### src/rtl/sbu_pkg.sv
package sbu_pkg;
  localparam int SB_W    = 8;
  localparam int SB_QUES = 3;
  localparam int SB_MAV  = 4;
  localparam int SB_ESB  = 5;
  localparam int SB_RQS  = 6;
  typedef logic [SB_W-1:0] sbyte_t;
endpackage

### src/rtl/sbu_rst_sync.sv
module sbu_rst_sync #(
  parameter int STAGES = 2
) (
  input  logic clk,
  input  logic arst_n,
  output logic srst_n
);
  logic [STAGES-1:0] pipe_q;
  logic [STAGES-1:0] pipe_nxt;

  always_comb begin
    pipe_nxt = {pipe_q[STAGES-2:0], 1'b1};
  end

  always_ff @(posedge clk or negedge arst_n) begin
    if (!arst_n) pipe_q <= '0;
    else         pipe_q <= pipe_nxt;
  end

  assign srst_n = pipe_q[STAGES-1];
endmodule

### src/rtl/sbu_event_reg.sv
module sbu_event_reg #(
  parameter int W = 8
) (
  input  logic         clk,
  input  logic         rst_n,
  input  logic [W-1:0] set_i,
  input  logic         clr_i,
  output logic [W-1:0] q_o
);
  logic [W-1:0] bit_q;
  logic [W-1:0] bit_nxt;
  logic [W-1:0] bit_en;

  for (genvar i = 0; i < W; i++) begin : g_cell
    always_comb begin
      bit_en[i]  = set_i[i] | clr_i;
      bit_nxt[i] = set_i[i] | (bit_q[i] & ~clr_i);
    end

    always_ff @(posedge clk or negedge rst_n) begin
      if (!rst_n)         bit_q[i] <= 1'b0;
      else if (bit_en[i]) bit_q[i] <= bit_nxt[i];
    end
  end

  assign q_o = bit_q;

  // a pulsed bit is present after the edge, clear or not
  assert_set_kept_R7: assert property (@(posedge clk) disable iff (!rst_n)
    (set_i != '0) |=> ((q_o & $past(set_i)) == $past(set_i)));

  // a clear with no pulse empties the register
  assert_clear_empties_R6: assert property (@(posedge clk) disable iff (!rst_n)
    (clr_i && set_i == '0) |=> (q_o == '0));

  // without pulse or clear the bits are sticky
  assert_sticky_R5: assert property (@(posedge clk) disable iff (!rst_n)
    (!clr_i && set_i == '0) |=> $stable(q_o));
endmodule

### src/rtl/sbu_retained_reg.sv
module sbu_retained_reg #(
  parameter int          W       = 8,
  parameter logic [W-1:0] RST_VAL = '0
) (
  input  logic         clk,
  input  logic         rst_n,
  input  logic         wr_i,
  input  logic [W-1:0] wdata_i,
  input  logic         pwr_clr_i,
  output logic [W-1:0] q_o
);
  logic [W-1:0] val_q;
  logic [W-1:0] val_nxt;
  logic         val_en;

  always_comb begin
    val_en  = wr_i | pwr_clr_i;
    val_nxt = wr_i ? wdata_i : '0;
  end

  always_ff @(posedge clk or negedge rst_n) begin
    if (!rst_n)      val_q <= RST_VAL;
    else if (val_en) val_q <= val_nxt;
  end

  assign q_o = val_q;

  // a write loads the written value
  assert_write_loads_R8: assert property (@(posedge clk) disable iff (!rst_n)
    wr_i |=> (q_o == $past(wdata_i)));

  // power-on clear empties the register
  assert_pwr_clear_R10: assert property (@(posedge clk) disable iff (!rst_n)
    (pwr_clr_i && !wr_i) |=> (q_o == '0));

  // otherwise the value is retained
  assert_retained_R11: assert property (@(posedge clk) disable iff (!rst_n)
    (!pwr_clr_i && !wr_i) |=> $stable(q_o));
endmodule

### src/rtl/sbu_summary.sv
module sbu_summary
  import sbu_pkg::*;
#(
  parameter int W = 8
) (
  input  logic [W-1:0] evt_q_i,
  input  logic [W-1:0] evt_en_i,
  input  logic         ques_i,
  input  logic         mav_i,
  input  sbyte_t       srq_en_i,
  output sbyte_t       sb_o
);
  sbyte_t base;
  logic   esb;
  logic   rqs;

  always_comb begin
    esb             = |(evt_q_i & evt_en_i);
    base            = '0;
    base[SB_QUES]   = ques_i;
    base[SB_MAV]    = mav_i;
    base[SB_ESB]    = esb;
    rqs             = |(base & srq_en_i & ~(sbyte_t'(1) << SB_RQS));
    sb_o            = base;
    sb_o[SB_RQS]    = rqs;
  end
endmodule

### src/rtl/status_byte_unit.sv
module status_byte_unit
  import sbu_pkg::*;
#(
  parameter int EVT_W = 8
) (
  input  logic             clk,
  input  logic             rst_n,
  input  logic             cold_rst_n,
  input  logic             power_on,
  input  logic [EVT_W-1:0] evt_pulse,
  input  logic             ques_sum,
  input  logic             msg_avail,
  input  logic             clr_status,
  input  logic             evt_rd,
  output logic [EVT_W-1:0] evt_rd_data,
  input  logic             evt_en_wr,
  input  logic [EVT_W-1:0] evt_en_wdata,
  output logic [EVT_W-1:0] evt_en_q,
  input  logic             srq_en_wr,
  input  logic [SB_W-1:0]  srq_en_wdata,
  output logic [SB_W-1:0]  srq_en_q,
  input  logic             poc_wr,
  input  logic             poc_wdata,
  output logic             poc_flag_q,
  output logic [SB_W-1:0]  status_byte
);
  logic             warm_srst_n;
  logic             cold_srst_n;
  logic             evt_clr;
  logic             mask_pwr_clr;
  logic [EVT_W-1:0] evt_q;

  sbu_rst_sync #(.STAGES(2)) u_warm_sync (
    .clk    (clk),
    .arst_n (rst_n & cold_rst_n),
    .srst_n (warm_srst_n)
  );

  sbu_rst_sync #(.STAGES(2)) u_cold_sync (
    .clk    (clk),
    .arst_n (cold_rst_n),
    .srst_n (cold_srst_n)
  );

  always_comb begin
    evt_clr      = evt_rd | clr_status | power_on;
    mask_pwr_clr = power_on & poc_flag_q;
  end

  sbu_event_reg #(.W(EVT_W)) u_evt (
    .clk   (clk),
    .rst_n (warm_srst_n),
    .set_i (evt_pulse),
    .clr_i (evt_clr),
    .q_o   (evt_q)
  );

  sbu_retained_reg #(.W(EVT_W), .RST_VAL('0)) u_evt_en (
    .clk       (clk),
    .rst_n     (cold_srst_n),
    .wr_i      (evt_en_wr),
    .wdata_i   (evt_en_wdata),
    .pwr_clr_i (mask_pwr_clr),
    .q_o       (evt_en_q)
  );

  sbu_retained_reg #(.W(SB_W), .RST_VAL('0)) u_srq_en (
    .clk       (clk),
    .rst_n     (cold_srst_n),
    .wr_i      (srq_en_wr),
    .wdata_i   (srq_en_wdata),
    .pwr_clr_i (mask_pwr_clr),
    .q_o       (srq_en_q)
  );

  sbu_retained_reg #(.W(1), .RST_VAL(1'b1)) u_poc (
    .clk       (clk),
    .rst_n     (cold_srst_n),
    .wr_i      (poc_wr),
    .wdata_i   (poc_wdata),
    .pwr_clr_i (1'b0),
    .q_o       (poc_flag_q)
  );

  sbu_summary #(.W(EVT_W)) u_sum (
    .evt_q_i  (evt_q),
    .evt_en_i (evt_en_q),
    .ques_i   (ques_sum),
    .mav_i    (msg_avail),
    .srq_en_i (srq_en_q),
    .sb_o     (status_byte)
  );

  assign evt_rd_data = evt_q;

  // after a clearing read with no new pulse, bit 5 is gone
  assert_esb_drops_R3: assert property (@(posedge clk) disable iff (!warm_srst_n)
    (evt_rd && evt_pulse == '0) |=> !status_byte[SB_ESB]);

  // reserved positions stay zero while the block runs
  assert_reserved_zero_R2: assert property (@(posedge clk) disable iff (!warm_srst_n)
    (status_byte[2:0] == 3'b000) && !status_byte[7]);
endmodule

### config.mk
export PLATFORM = sky130hd
export DESIGN_NAME = status_byte_unit
export DESIGN_NICKNAME = d
export VERILOG_FILES = /design/src/rtl/sbu_pkg.sv /design/src/rtl/sbu_rst_sync.sv /design/src/rtl/sbu_event_reg.sv /design/src/rtl/sbu_retained_reg.sv /design/src/rtl/sbu_summary.sv /design/src/rtl/status_byte_unit.sv
export SDC_FILE = /design/constraint.sdc
export NUM_CORES = 1
export LEC_CHECK = 0
export ABC_CLOCK_PERIOD_IN_PS = 1500
export BUFFER_PORTS_ARGS = -buffer_cell sky130_fd_sc_hd__buf_2
export CORE_ASPECT_RATIO = 1.25
export CORE_MARGIN = 10
export CORE_UTILIZATION = 30
export DETAILED_ROUTE_END_ITERATION = 12
export PLACE_DENSITY_LB_ADDON = 0.08
export SYNTH_ARGS = -nofsm -noshare
export SYNTH_HDL_FRONTEND = slang
export SYNTH_HIERARCHICAL = 1
export SYNTH_SLANG_ARGS = --single-unit
### constraint.sdc
create_clock -name clk -period 1.5 [get_ports clk]
set_clock_uncertainty 0.2 [all_clocks]
set_input_delay 0.375 -clock clk [delete_from_list [all_inputs] [get_ports clk]]
set_output_delay 0.375 -clock clk [all_outputs]
set_load 0.01 [all_outputs]
==> impl_results.md <==
- Status: complete, but fails checks
- Failing checks: negative setup slack
- Total GRT Usage: 10.5%
- Finished Layout Cells: 223
- DRT antenna net count: 0
- DP HPWL: 2760 um
- I/O Buffers: 64
- YS warnings: 6
- Worst slack at placement: -0.0881 ns
- Final Hold Vio Count: 0
- Worst-path clk slew: 0.05 ns
- Initial antenna violation count: 0
- RSZ-0062 raised after global routing: true
- Util after Layout: 50.9%
- Critical path type: flop to primary output
- I/O Pins: 69
- Synth unique cells: 15
- Sink Count: 29
- Die X: 76.1 um
- CP Cell Sequence: a22oi_2 > nand4_2 > a21o_1 > buf_6
- Placed Cells: 210
- HP Class: flop to async pin
- Core Box Area: 3780 um^2
- Hold slack final: 0.0322 ns
- Skew-Pair Late Insertion Delay: 0.27 ns
- Final setup TNS: -0.610 ns
- Critical path origin: u_evt_en/q_o[0]$_DFFE_PN0P_
- CP max FO: 2
- Die H: 90.1 um
- Pwr dens: 1010 nW/um^2
- Met1 Use GR: 12.0%
- TritonCTS buffer count: 5
- Initial Util: 31.2%
- Vias in the first global route: 1113
- Max-Cap Viols: 0
- Setup WS post-layout: -0.368 ns
- WL/cell: 15.3 um
- Via count: 952
- Final WL: 3420 um
- GP Congestion: 0.712
- Worst EP required: 0.92 ns
- Ratio of final minimum period to clock period: 125%
- Detailed Routing Iterations Pass 1: 4
- Crit path largest cell delay: 0.40 ns
- Fill count: 350
- Grt ovf: 0
- Synth top area share: 59.4%
- Synth area leaders: dfrtp_1, a22o_1, a21o_1
- Root buf cell: clkbuf_8
- # diodes: 0
- Row count: 25
- Layout cells sized above 1: 58.0%
- Number of synthesized register bits: 29
- # setup viols final: 2
- Critical path arrival: 1.29 ns
- Met2 GRT Util: 16.8%
- # H-tree levels: 2
- CTS tree: built
- Crit path time final: 1.87 ns
- Via density: 4.27
- F_max: 535 MHz
- Setup crit start kind: flop
- Worst path bufs/invs: 1
- Slowest-stage cell, CP: dfrtp_1
- Met3 Track Usage GR: 4.68%
- Final net count: 204
- Pin count of the biggest net entering global routing: 10
- First-pass GRT wire length: 5850 um
- DR iter-0 viols: 31
- Commonest non-fill, non-tap cell in the layout: buf_2
- Peak VDD IR: 0.525 mV
- Critical register-to-register path startpoint: u_poc/q_o$_DFFE_PN1P_
- Seq/Total Area, Yosys: 61.6%
- Clock Path Buffers: 2
- Synth Cell Area: 1180 um^2
- Mapped Avg Cell Area: 14.4 um^2
- Most frequent cells in the layout: buf_2, buf_6, dfrtp_1
- Delay-heaviest family, CP: flip-flops
- Final Max Tran Viols: 0
- Worst setup EP type: primary output
- Top Usage Layer GRT: met2
- LEAKAGE: 1.01 nW
- DRC viols: 0
- Yosys top cell by area: dfrtp_1
- Die area: 6860 um^2
- Syn-to-layout area delta: 63.3%
- Gate Count Post-Synth: 82
[metrics by stage]
stage	total power (W)	area, um^2
5_1_grt	0.00207	1930
6_report	0.00195	1930
4_1_cts	0.00198	1900
3_5_place_dp	0.00124	1620
3_3_place_gp	0.00124	1620
2_1_floorplan	0.00108	1190
[cells by family (layout without fill, tap and decap cells)]
family,after synthesis,after routing,synth area share [%]
AOI/OAI and AO/OA,31,31,23.3
buffers and inverters,11,95,7.32
DFF,29,29,61.6
other,4,7,1.27
and+or+nand+nor,7,7,6.47
[worst reg2reg max path, cell delays in order, from the launching register on]
cell and delay [ns]:
dfstp_2 0.55, and2_2 0.27, nor2_8 0.07, a22o_1 0.21
[synth_stat cells, drive strengths merged]
cell type,count
and2,2
a22oi,4
inv,1
or3,1
a22o,18
nor2,3
nand4,1
dfstp,1
dfrtp,28
a21o,9
conb,4
buf,10
[worst paths after layout]
check | to | cells after the start | slack, ns
min in group clk | u_evt/q_o[5]$_DFFE_PN0P_ | 2 | 0.07
hold reg to reg | u_poc/q_o$_DFFE_PN1P_ | 0 | 0.03
max in group asynchronous | u_srq_en/q_o[3]$_DFFE_PN0P_ | 1 | 0.28
hold / removal | u_poc/q_o$_DFFE_PN1P_ | 0 | 0.03
setup reg to reg | u_evt_en/q_o[2]$_DFFE_PN0P_ | 3 | 0.10
setup / recovery | status_byte[6] | 4 | -0.37
[report_power, final]
part | leakage (nW) | internal [W] | switching, W
sequential | 0.347 | 0.000844 | 0.0000431
clock | 0.0455 | 0.000373 | 0.000263
combinational | 0.612 | 0.000249 | 0.000173
total | 1.01 | 0.00147 | 0.000479
[layout make-up]
type	count	area [um^2]	area share, %
Sequential cell	29	727	37.7
Multi-Input combinational cell	45	378	19.6
Tap cell	54	67.6	3.51
Clock buffer	8	90.1	4.68
Timing Repair Buffer	86	661	34.3
Inverter	1	3.75	0.195
[timing repair]
action	CTS	global route
setup buffers	5	4
pin swaps	2	1
endpoints found under the hold margin	20	0
endpoints found under the setup margin	19	19
hold buffers	4	0
resized for setup	28	7
[metal layers]
layer / vias up / part of all wire, % / wire length, um
met1: 452 / 40 / 1380
met2: 43 / 51 / 1730
met3: 4 / 7.8 / 265
met4: 0 / 1.1 / 39
met5: - / 0 / 0
li1: 453 / - / -
[sequential cells by signal (all words and copies together), names as in the netlist]
signal,count
u_evt/q_o,8
u_cold_sync/pipe_q,2
u_poc/q_o,1
u_evt_en/q_o,8
u_warm_sync/pipe_q,2
u_srq_en/q_o,8
(Power assumes the default switching activity.)
